[src/rtl/dram_rfsh_pkg.sv]
package dram_rfsh_pkg;

    typedef enum logic [1:0] {
        SQ_IDLE    = 2'd0,
        SQ_SETUP   = 2'd1,
        SQ_STROBE  = 2'd2,
        SQ_RECOVER = 2'd3
    } seq_state_e;

    typedef enum logic {
        STYLE_CBR      = 1'b0,
        STYLE_ROW_ONLY = 1'b1
    } rfsh_style_e;

    typedef struct packed {
        logic ras_n;
        logic cas_n;
        logic we_n;
    } strobe_t;

    localparam strobe_t STROBES_IDLE = '{ras_n: 1'b1, cas_n: 1'b1, we_n: 1'b1};

    // Nanoseconds to clock cycles, rounded up, never below one.
    function automatic int unsigned cyc_ceil(int unsigned ns, int unsigned period_ps);
        int unsigned c;
        c = (ns * 1000 + period_ps - 1) / period_ps;
        return (c == 0) ? 1 : c;
    endfunction

    // Nanoseconds to clock cycles, rounded down, never below two.
    function automatic int unsigned cyc_floor(int unsigned ns, int unsigned period_ps);
        int unsigned c;
        c = (ns * 1000) / period_ps;
        return (c < 2) ? 2 : c;
    endfunction

    function automatic int unsigned umax(int unsigned a, int unsigned b);
        return (a > b) ? a : b;
    endfunction

endpackage

[src/rtl/rfsh_prescaler.sv]
module rfsh_prescaler #(
    parameter int unsigned DIV = 781
) (
    input  logic clk,
    input  logic rst,
    output logic tick
);
    localparam int unsigned CNT_W = (DIV > 1) ? $clog2(DIV) : 1;
    localparam logic [CNT_W-1:0] RELOAD = CNT_W'(DIV - 1);

    logic [CNT_W-1:0] cnt;

    always_ff @(posedge clk) begin
        if (rst)              cnt <= RELOAD;
        else if (cnt == '0)   cnt <= RELOAD;
        else                  cnt <= cnt - 1'b1;
    end

    assign tick = (cnt == '0);
endmodule

[src/rtl/rfsh_backlog.sv]
module rfsh_backlog #(
    parameter int unsigned W = 3
) (
    input  logic clk,
    input  logic rst,
    input  logic tick,
    input  logic done,
    output logic pending
);
    localparam logic [W-1:0] TOP = {W{1'b1}};

    logic [W-1:0] owed;

    always_ff @(posedge clk) begin
        if (rst) begin
            owed <= '0;
        end else begin
            unique case ({tick, done})
                2'b10:   if (owed != TOP) owed <= owed + 1'b1;
                2'b01:   if (owed != '0)  owed <= owed - 1'b1;
                default: owed <= owed;
            endcase
        end
    end

    assign pending = (owed != '0);
endmodule

[src/rtl/rfsh_sequencer.sv]
module rfsh_sequencer
    import dram_rfsh_pkg::*;
#(
    parameter int unsigned ROW_BITS = 10,
    parameter int unsigned ADDR_W   = 11,
    parameter int unsigned CSR_CYC  = 1,
    parameter int unsigned RAS_CYC  = 4,
    parameter int unsigned PRE_CYC  = 3
) (
    input  logic                clk,
    input  logic                rst,
    input  logic                pending,
    input  logic                gnt,
    input  logic                style_sel,
    output logic                done,
    output logic                own,
    output strobe_t             strb,
    output logic [ADDR_W-1:0]   addr
);
    localparam int unsigned MAXC = umax(CSR_CYC, umax(RAS_CYC, PRE_CYC));
    localparam int unsigned DW_W = $clog2(MAXC + 1);
    localparam logic [DW_W-1:0] LD_CSR = DW_W'(CSR_CYC - 1);
    localparam logic [DW_W-1:0] LD_RAS = DW_W'(RAS_CYC - 1);
    localparam logic [DW_W-1:0] LD_PRE = DW_W'(PRE_CYC - 1);

    seq_state_e          state;
    rfsh_style_e         style;
    logic [DW_W-1:0]     dwell;
    logic [ROW_BITS-1:0] row;
    logic                last;

    assign last = (dwell == '0);

    always_ff @(posedge clk) begin
        if (rst) begin
            state <= SQ_IDLE;
            style <= STYLE_CBR;
            dwell <= '0;
            row   <= '0;
        end else begin
            unique case (state)
                SQ_IDLE: if (pending && gnt) begin
                    state <= SQ_SETUP;
                    dwell <= LD_CSR;
                    style <= rfsh_style_e'(style_sel);
                end
                SQ_SETUP: begin
                    if (last) begin state <= SQ_STROBE; dwell <= LD_RAS; end
                    else      dwell <= dwell - 1'b1;
                end
                SQ_STROBE: begin
                    if (last) begin state <= SQ_RECOVER; dwell <= LD_PRE; end
                    else      dwell <= dwell - 1'b1;
                end
                SQ_RECOVER: begin
                    if (last) begin
                        state <= SQ_IDLE;
                        if (style == STYLE_ROW_ONLY) row <= row + 1'b1;
                    end else begin
                        dwell <= dwell - 1'b1;
                    end
                end
                default: state <= SQ_IDLE;
            endcase
        end
    end

    always_comb begin
        strb = STROBES_IDLE;
        addr = '0;
        own  = (state != SQ_IDLE);
        if (own && style == STYLE_ROW_ONLY) addr = ADDR_W'(row);
        if (state == SQ_SETUP || state == SQ_STROBE) begin
            if (style == STYLE_CBR) strb.cas_n = 1'b0;
            if (state == SQ_STROBE) strb.ras_n = 1'b0;
        end
    end

    assign done = (state == SQ_RECOVER) && last;
endmodule

[src/rtl/dram_refresh_sched.sv]
module dram_refresh_sched
    import dram_rfsh_pkg::*;
#(
    parameter int unsigned CLK_PERIOD_PS = 20000,
    parameter int unsigned REFRESH_NS    = 15625,
    parameter int unsigned T_RAS_NS      = 70,
    parameter int unsigned T_RP_NS       = 50,
    parameter int unsigned T_RC_NS       = 130,
    parameter int unsigned T_CSR_NS      = 10,
    parameter int unsigned ROW_BITS      = 10,
    parameter int unsigned ADDR_W        = 11,
    parameter int unsigned BACKLOG_W     = 3
) (
    input  logic              clk,
    input  logic              rst,
    input  logic              ref_gnt,
    input  logic              ras_only_sel,
    output logic              ref_req,
    output logic              ref_done,
    output logic              bus_own,
    output logic              ras_n,
    output logic              cas_n,
    output logic              we_n,
    output logic [ADDR_W-1:0] addr
);
    localparam int unsigned TICK_DIV = cyc_floor(REFRESH_NS, CLK_PERIOD_PS);
    localparam int unsigned CSR_CYC  = cyc_ceil(T_CSR_NS, CLK_PERIOD_PS);
    localparam int unsigned RAS_CYC  = cyc_ceil(T_RAS_NS, CLK_PERIOD_PS);
    localparam int unsigned RC_CYC   = cyc_ceil(T_RC_NS, CLK_PERIOD_PS);
    localparam int unsigned PRE_CYC  = umax(cyc_ceil(T_RP_NS, CLK_PERIOD_PS),
                                            (RC_CYC > RAS_CYC) ? RC_CYC - RAS_CYC : 1);

    logic    tick;
    logic    pending;
    logic    done;
    strobe_t strb;

    rfsh_prescaler #(.DIV(TICK_DIV)) u_presc (
        .clk  (clk),
        .rst  (rst),
        .tick (tick)
    );

    rfsh_backlog #(.W(BACKLOG_W)) u_backlog (
        .clk     (clk),
        .rst     (rst),
        .tick    (tick),
        .done    (done),
        .pending (pending)
    );

    rfsh_sequencer #(
        .ROW_BITS (ROW_BITS),
        .ADDR_W   (ADDR_W),
        .CSR_CYC  (CSR_CYC),
        .RAS_CYC  (RAS_CYC),
        .PRE_CYC  (PRE_CYC)
    ) u_seq (
        .clk       (clk),
        .rst       (rst),
        .pending   (pending),
        .gnt       (ref_gnt),
        .style_sel (ras_only_sel),
        .done      (done),
        .own       (bus_own),
        .strb      (strb),
        .addr      (addr)
    );

    assign ref_req  = pending;
    assign ref_done = done;
    assign ras_n    = strb.ras_n;
    assign cas_n    = strb.cas_n;
    assign we_n     = strb.we_n;
endmodule

[config.mk]
export PLATFORM = sky130hd
export DESIGN_NAME = dram_refresh_sched
export DESIGN_NICKNAME = d
export VERILOG_FILES = /design/src/rtl/dram_rfsh_pkg.sv /design/src/rtl/rfsh_prescaler.sv /design/src/rtl/rfsh_backlog.sv /design/src/rtl/rfsh_sequencer.sv /design/src/rtl/dram_refresh_sched.sv
export SDC_FILE = /design/constraint.sdc
export NUM_CORES = 1
export LEC_CHECK = 0
export BUFFER_PORTS_ARGS = -buffer_cell sky130_fd_sc_hd__buf_2
export CELL_PAD_IN_SITES_DETAIL_PLACEMENT = 0
export CELL_PAD_IN_SITES_GLOBAL_PLACEMENT = 1
export CORE_MARGIN = 5
export CORE_UTILIZATION = 40
export CTS_CLUSTER_DIAMETER = 200
export CTS_CLUSTER_SIZE = 8
export DETAILED_ROUTE_END_ITERATION = 7
export PLACE_DENSITY_LB_ADDON = 0.1
export SLEW_MARGIN = 25
export SYNTH_ARGS = -nofsm -noshare
export SYNTH_HDL_FRONTEND = slang
export SYNTH_SLANG_ARGS = --single-unit
[constraint.sdc]
create_clock -name clk -period 3.9 [get_ports clk]
set_clock_uncertainty 0.15 [all_clocks]
set_input_delay 0.195 -clock clk [delete_from_list [all_inputs] [get_ports clk]]
set_output_delay 0.195 -clock clk [all_outputs]
set_load 0.05 [all_outputs]
[Word-level counts from Yosys, hierarchy flattened]
Cells that the tools add are included.
Word-level totals
  flip-flop bits (word level): 29
  bits of input ports: 4
  output and inout port bits: 17
Cells by class
  $add $sub $neg: 5
  equal/unequal tests: 13
  multiplexer cells: 17
  reductions and logical operators: 16
Operators with widths (number)
  two-way mux 3 bit: 6
  inequality test 2 x 1 -> 1 bit (second input constant): 6
  case mux 3 bit (4 select lines): 1
  adder 10 x 1 -> 10 bit (second input constant): 1
  logical NOT 10 bit: 1
  two-way mux 10 bit: 1
  two-way mux 2 bit: 5
  subtractor 10 x 1 -> 10 bit (second input constant): 1
  case mux 2 bit (4 select lines): 1
  equality test 2 bit (second input constant): 3
  case mux 3 bit (2 select lines): 1
  AND reduction 3 bit: 2
  subtractor 3 x 1 -> 3 bit (second input constant): 2
  equality test 2 x 1 -> 1 bit (second input constant): 2
  AND reduction 2 bit: 2
  AND reduction 4 bit: 1
  nonzero test 2 bit: 2
  adder 3 x 1 -> 3 bit (second input constant): 1
  logical AND 1 bit: 3
  logical NOT 3 bit: 1
  inequality test 3 bit (second input constant): 1
  nonzero test 3 bit: 1
  logical NOT 2 bit: 1
  two-way mux 1 bit: 2
  3 further kinds: 3

[Logic depth before layout (Yosys ltp)]
  depth in word-level cells: 5
  gate-level depth with buffers: 12

[By module]
From an unflattened synthesis, not the netlist that was laid out.
Unflattened totals
  cell total of the unflattened synthesis: 196
  area total of the unflattened synthesis: 1680.4 µm²
Modules (own cells, without submodules)
  rfsh_sequencer: instances 1, cells each 121, area an instance 1011.0 µm²
  rfsh_prescaler: instances 1, cells each 50, area an instance 454.2 µm²
  rfsh_backlog: instances 1, cells each 25, area an instance 215.2 µm²

[Least setup slack after synthesis]
Ideal clock, no wire load.
  kind: reg-to-reg
  start: register u_seq.dwell[0]
  end: register u_backlog.owed[2]
  setup time: 0.121 ns
  arrival time: 3.141 ns
  required time: 3.629 ns
  path slack: 0.489 ns
  cell stages (with the launch flop): 13
  buffers on the path: 2
  path through: dfxtp_1 > inv_1 > ha_1 > ha_1 > buf_2 > and2_0 > clkbuf_1 > ha_1 > inv_1 > fa_1 > xor2_1 > a2111oi_0 > mux2_2
Between the ends
  word-level cells in the longest chain between the ends: 5
  elaborated cells between the ends (all ways): 9
  those cells by class: eq/ne: 4; mux: 1; reduce/logical: 4
RTL lines
  start, declared: line rfsh_sequencer.sv:28  | logic [DW_W-1:0] dwell;
  start signal, assigned: line rfsh_sequencer.sv:49  | else dwell <= dwell - 1'b1;
  start signal, assigned: line rfsh_sequencer.sv:53  | else dwell <= dwell - 1'b1;
  start signal, assigned: line rfsh_sequencer.sv:60  | dwell <= dwell - 1'b1;
  logical NOT 3 bit *: line rfsh_sequencer.sv:32  | assign last = (dwell == '0);
  logical AND 1 bit *: line rfsh_sequencer.sv:79  | assign done = (state == SQ_RECOVER) && last;
  via ref_done: line dram_refresh_sched.sv:19  | output logic ref_done,
  equality test 2 x 1 -> 1 bit / equality test 2 bit (equally long branches): line rfsh_backlog.sv:18  | unique case ({tick, done})
  inequality test 2 x 1 -> 1 bit (no source line) / nonzero test 2 bit (equally long branches)
  AND reduction 3 bit (no source line)
  end signal, assigned: line rfsh_backlog.sv:19  | 2'b10: if (owed != TOP) owed <= owed + 1'b1;
  end signal, assigned: line rfsh_backlog.sv:20  | 2'b01: if (owed != '0) owed <= owed - 1'b1;
  end signal, assigned: line rfsh_backlog.sv:21  | default: owed <= owed;
  end, declared: line rfsh_backlog.sv:12  | logic [W-1:0] owed;
Mark *: on every way through the listed nets, which the timed path passes. The rest lies on a longest branch.
A chain may end at the register's enable or synchronous reset.

[Worst setup path after layout]
  start: register u_seq.dwell[0]
  end: register u_backlog.owed[2]
Between the ends
  word-level cells in the longest chain between the ends: 5
  elaborated cells between the ends (all ways): 9
  those cells by class: eq/ne: 4; mux: 1; reduce/logical: 4
RTL lines (line)
  logical NOT 3 bit *: rfsh_sequencer.sv:32
  logical AND 1 bit *: rfsh_sequencer.sv:79
  equality test 2 x 1 -> 1 bit / equality test 2 bit (equally long branches): rfsh_backlog.sv:18
  inequality test 2 x 1 -> 1 bit (no source line) / nonzero test 2 bit (equally long branches)
  AND reduction 3 bit (no source line)
Mark *: on every way between the ends. The rest lies on a longest branch, timed or not.

==> metrics.md <==
| Metric | Value |
|---|---|
| Placed Cells | `267` |
| # H-tree levels | `2` |
| Num CTS Buffers | `5` |
| # setup viols final | `0` |
| GRT overflow | `0` |
| Setup ws final | `0.728 ns` |
| Min Tclk post-route | `3.17 ns` |
| Final period util | `0.813` |
| Max-cap violations | `0` |
| Rows | `24` |
| Cell Chain, Critical Path | `inv_1, ha_1, ha_1, and2_0, ha_1, inv_1, fa_1, xor2_1, a2111oi_0, mux2_2` |
| Clock tree buffer depth | `2` |
| CTS tree | `yes` |
| Vias | `1468` |
| Wirelength per Cell | `13.2 µm` |
| Post-CTS sizing | `0` |
| Number of global-route vias before repair | `1358` |
| Crit path DAT | `3.19 ns` |
| Final WL | `between 3 and 4 mm` |
| Delay-heaviest family, CP | `adder cells` |
| DRC Markers | `0` |
| Layout Nets | `240` |
| Initial core utilization | `0.405` |
| Synthesized area | `1740 µm²` |
| First-pass GRT wire length | `6.16 mm` |
| N_diodes | `0` |
| Share of cells above drive strength 1 | `0.135` |
| Overall power | `0.758 mW` |
| Initial DRT Pass Iterations | `4` |
| Post-synthesis sequential area ratio | `0.334` |
| Max-Slew Margin vs Limit | `0.507` |
| Pin count of the biggest net entering global routing | `28` |
| Area Growth Syn to Fin | `10.9%` |
| # clock sinks | `29` |
| Worst Hold Launch | `ras_only_sel` |
| Die H | `75.9 µm` |
| Status | `finished, final reports clean` |
| Leakage | `0.768 nW` |
| Reg2reg start | `u_seq.dwell[0]` |
| IO buf count | `18` |
| Pwr Density | `393 nW/µm²` |
| Highest net fanout along the worst path | `11` |
| Clock Latency Late Sink | `0.28 ns` |
| Most common cell after layout, fill and taps aside | `dfxtp_1` |
| Post-synth ARST share | `0` |
| Maximum clock rate | `~320 MHz` |
| Syn Nets | `224` |
| Slowest-stage cell, CP | `a2111oi_0` |
| Place WS | `between 0.7 and 0.8 ns` |
| Req. time, crit path | `3.91 ns` |
| WS Path Type | `reg2reg` |
| Ys flop type | `dfxtp_1` |
| Maximum vdd drop | `0.161 mV` |
| CP endpoint kind | `register` |
| Post-synth EDFFs | `0` |
| Cell mode on critical path | `ha_1` |
| Ports | `21` |
| Startpoint types | `register` |
| Crit. Startpoint | `u_seq.dwell[0]` |
| Floorplan core area | `around 4300 µm²` |
| Yosys reg bits | `29` |
| Worst Path Buf+Inv | `2` |
| Post-Syn Instances | `approximately 210` |
| Post-synth cell types | `50` |
| Total GRT Usage | `0.128` |
| GPL Wtd Cong | `just under 0.8` |
| Unrepaired setup endpoints after global routing | `false` |
| Final Hold Vio Count | `0` |
| Worst Tran Pin Value | `approximately 0.73 ns` |
| Fin. max-slew vios | `0` |
| Final Non-Filler Cells | `274` |
| Chip width | `between 70 and 80 µm` |
| Hold/Removal Path Class | `in2reg` |
| Crit-path max cell delay | `0.39 ns` |
| Postcts setup bufs | `0` |
| TNS Setup | `0 ns` |
| Syn_area_per_cell | `8.44 µm²` |
| Total of warnings raised by yosys | `0` |
| Via density | `5.36` |
| Most frequent cells in the layout | `dfxtp_1 (29), inv_1 (19), buf_2 (18), a21oi_1 (17)` |
| CTS root buffer | `clkbuf_8` |
| Cts hold-fix bufs | `0` |
| Drt initial violations | `49` |
| Fin util | `0.449` |
| DIE AREA | `between 5000 and 6000 µm²` |
| Antenna violations before repair | `0` |
| Antenna Nets Post-Route | `0` |
| Clock transition at the registers of the reported paths | `0.06 ns` |
| Detail Placement HPWL | `2.69 mm` |
-- metrics by stage --
stage	cell area (µm²)	hold slack [ns]
floorplan	1740	0.211
global placement	1840	0.305
detailed placement	1840	0.323
CTS	1930	0.0461
global route	1930	0.0430
finish	1930	0.0617
-- routing by layer --
| layer | routed length (µm) | GRT usage | vias up | share of wire |
|---|---|---|---|---|
| met4 | 35 | 0.0427 | 0 | 0.0097 |
| met5 | 0 | 0 | - | 0 |
| met3 | 171 | 0.0498 | 5 | 0.047 |
| li1 | - | - | 757 | - |
| met1 | 1620 | 0.150 | 683 | 0.45 |
| met2 | 1780 | 0.211 | 23 | 0.49 |
-- worst reg2reg max path: stages, from the launching register on --
cell and delay [ns]:
dfxtp_1 0.31, inv_1 0.07, ha_1 0.17, ha_1 0.33, and2_0 0.35, ha_1 0.30, inv_1 0.08, fa_1 0.38
xor2_1 0.15, a2111oi_0 0.39, mux2_2 0.38
-- flip-flops by register name (all words and copies together) (netlist names) --
| name | cells |
|---|---|
| u_backlog.owed | 3 |
| u_presc.cnt | 10 |
| u_seq.dwell | 3 |
| u_seq.row | 10 |
| u_seq.state | 2 |
| u_seq.style | 1 |
-- cell families after synthesis --
group | count (synthesis) | synth area share
AOI/OAI and AO/OA | 48 | 0.181
xor gates and xnor gates | 6 | 0.0302
adders and majority gates | 14 | 0.105
buffers and inverters | 28 | 0.0713
DFF | 29 | 0.334
muxes | 4 | 0.0245
other | 2 | 0.00432
and+or+nand+nor | 75 | 0.250
-- report_power, final --
| part | switching, mW | internal [mW] |
|---|---|---|
| registers | 0.0178 | 0.312 |
| logic | 0.121 | 0.0586 |
| clock network | 0.109 | 0.140 |
-- synthesized netlist by cell type (2+ instances only) --
cell | count | area share
and2_1 | 10 | 0.036
nand2b_1 | 4 | 0.014
and3_1 | 2 | 0.0072
nand4_1 | 3 | 0.011
a211o_1 | 2 | 0.010
xnor2_1 | 3 | 0.015
xor2_1 | 3 | 0.015
nand3_1 | 4 | 0.012
or4_1 | 4 | 0.017
inv_1 | 19 | 0.041
a21oi_1 | 17 | 0.049
nor2b_1 | 6 | 0.022
nand2_1 | 6 | 0.013
nor3_1 | 6 | 0.017
buf_2 | 3 | 0.0086
mux2i_1 | 2 | 0.012
ha_1 | 13 | 0.094
buf_4 | 2 | 0.0086
clkbuf_1 | 2 | 0.0043
conb_1 | 2 | 0.0043
nor2_1 | 13 | 0.028
nor4_1 | 3 | 0.011
nand3b_1 | 3 | 0.013
or3_1 | 4 | 0.014
mux2_2 | 2 | 0.013
dfxtp_1 | 29 | 0.33
o31ai_1 | 9 | 0.039
o21ai_0 | 8 | 0.023
-- worst paths after layout --
check	end	slack (ns)	depth (start not counted)
worst max-delay path	u_backlog.owed[2]	0.73	10
worst min-delay path	u_seq.style	0.06	3
worst max register to register	u_backlog.owed[2]	0.73	10
worst min register to register	u_seq.dwell[1]	0.33	2
-- cell type report --
class                           instances  area, µm²
Tap cell                               52       65.1
Inverter                               19       71.3
Sequential cell                        29        581
Multi-Input combinational cell        149       1030
Fill cell                             453       2370
Timing Repair Buffer                   18       90.1
Clock buffer                            7       86.3
No activity file was read; power rests on OpenSTA's default activity.
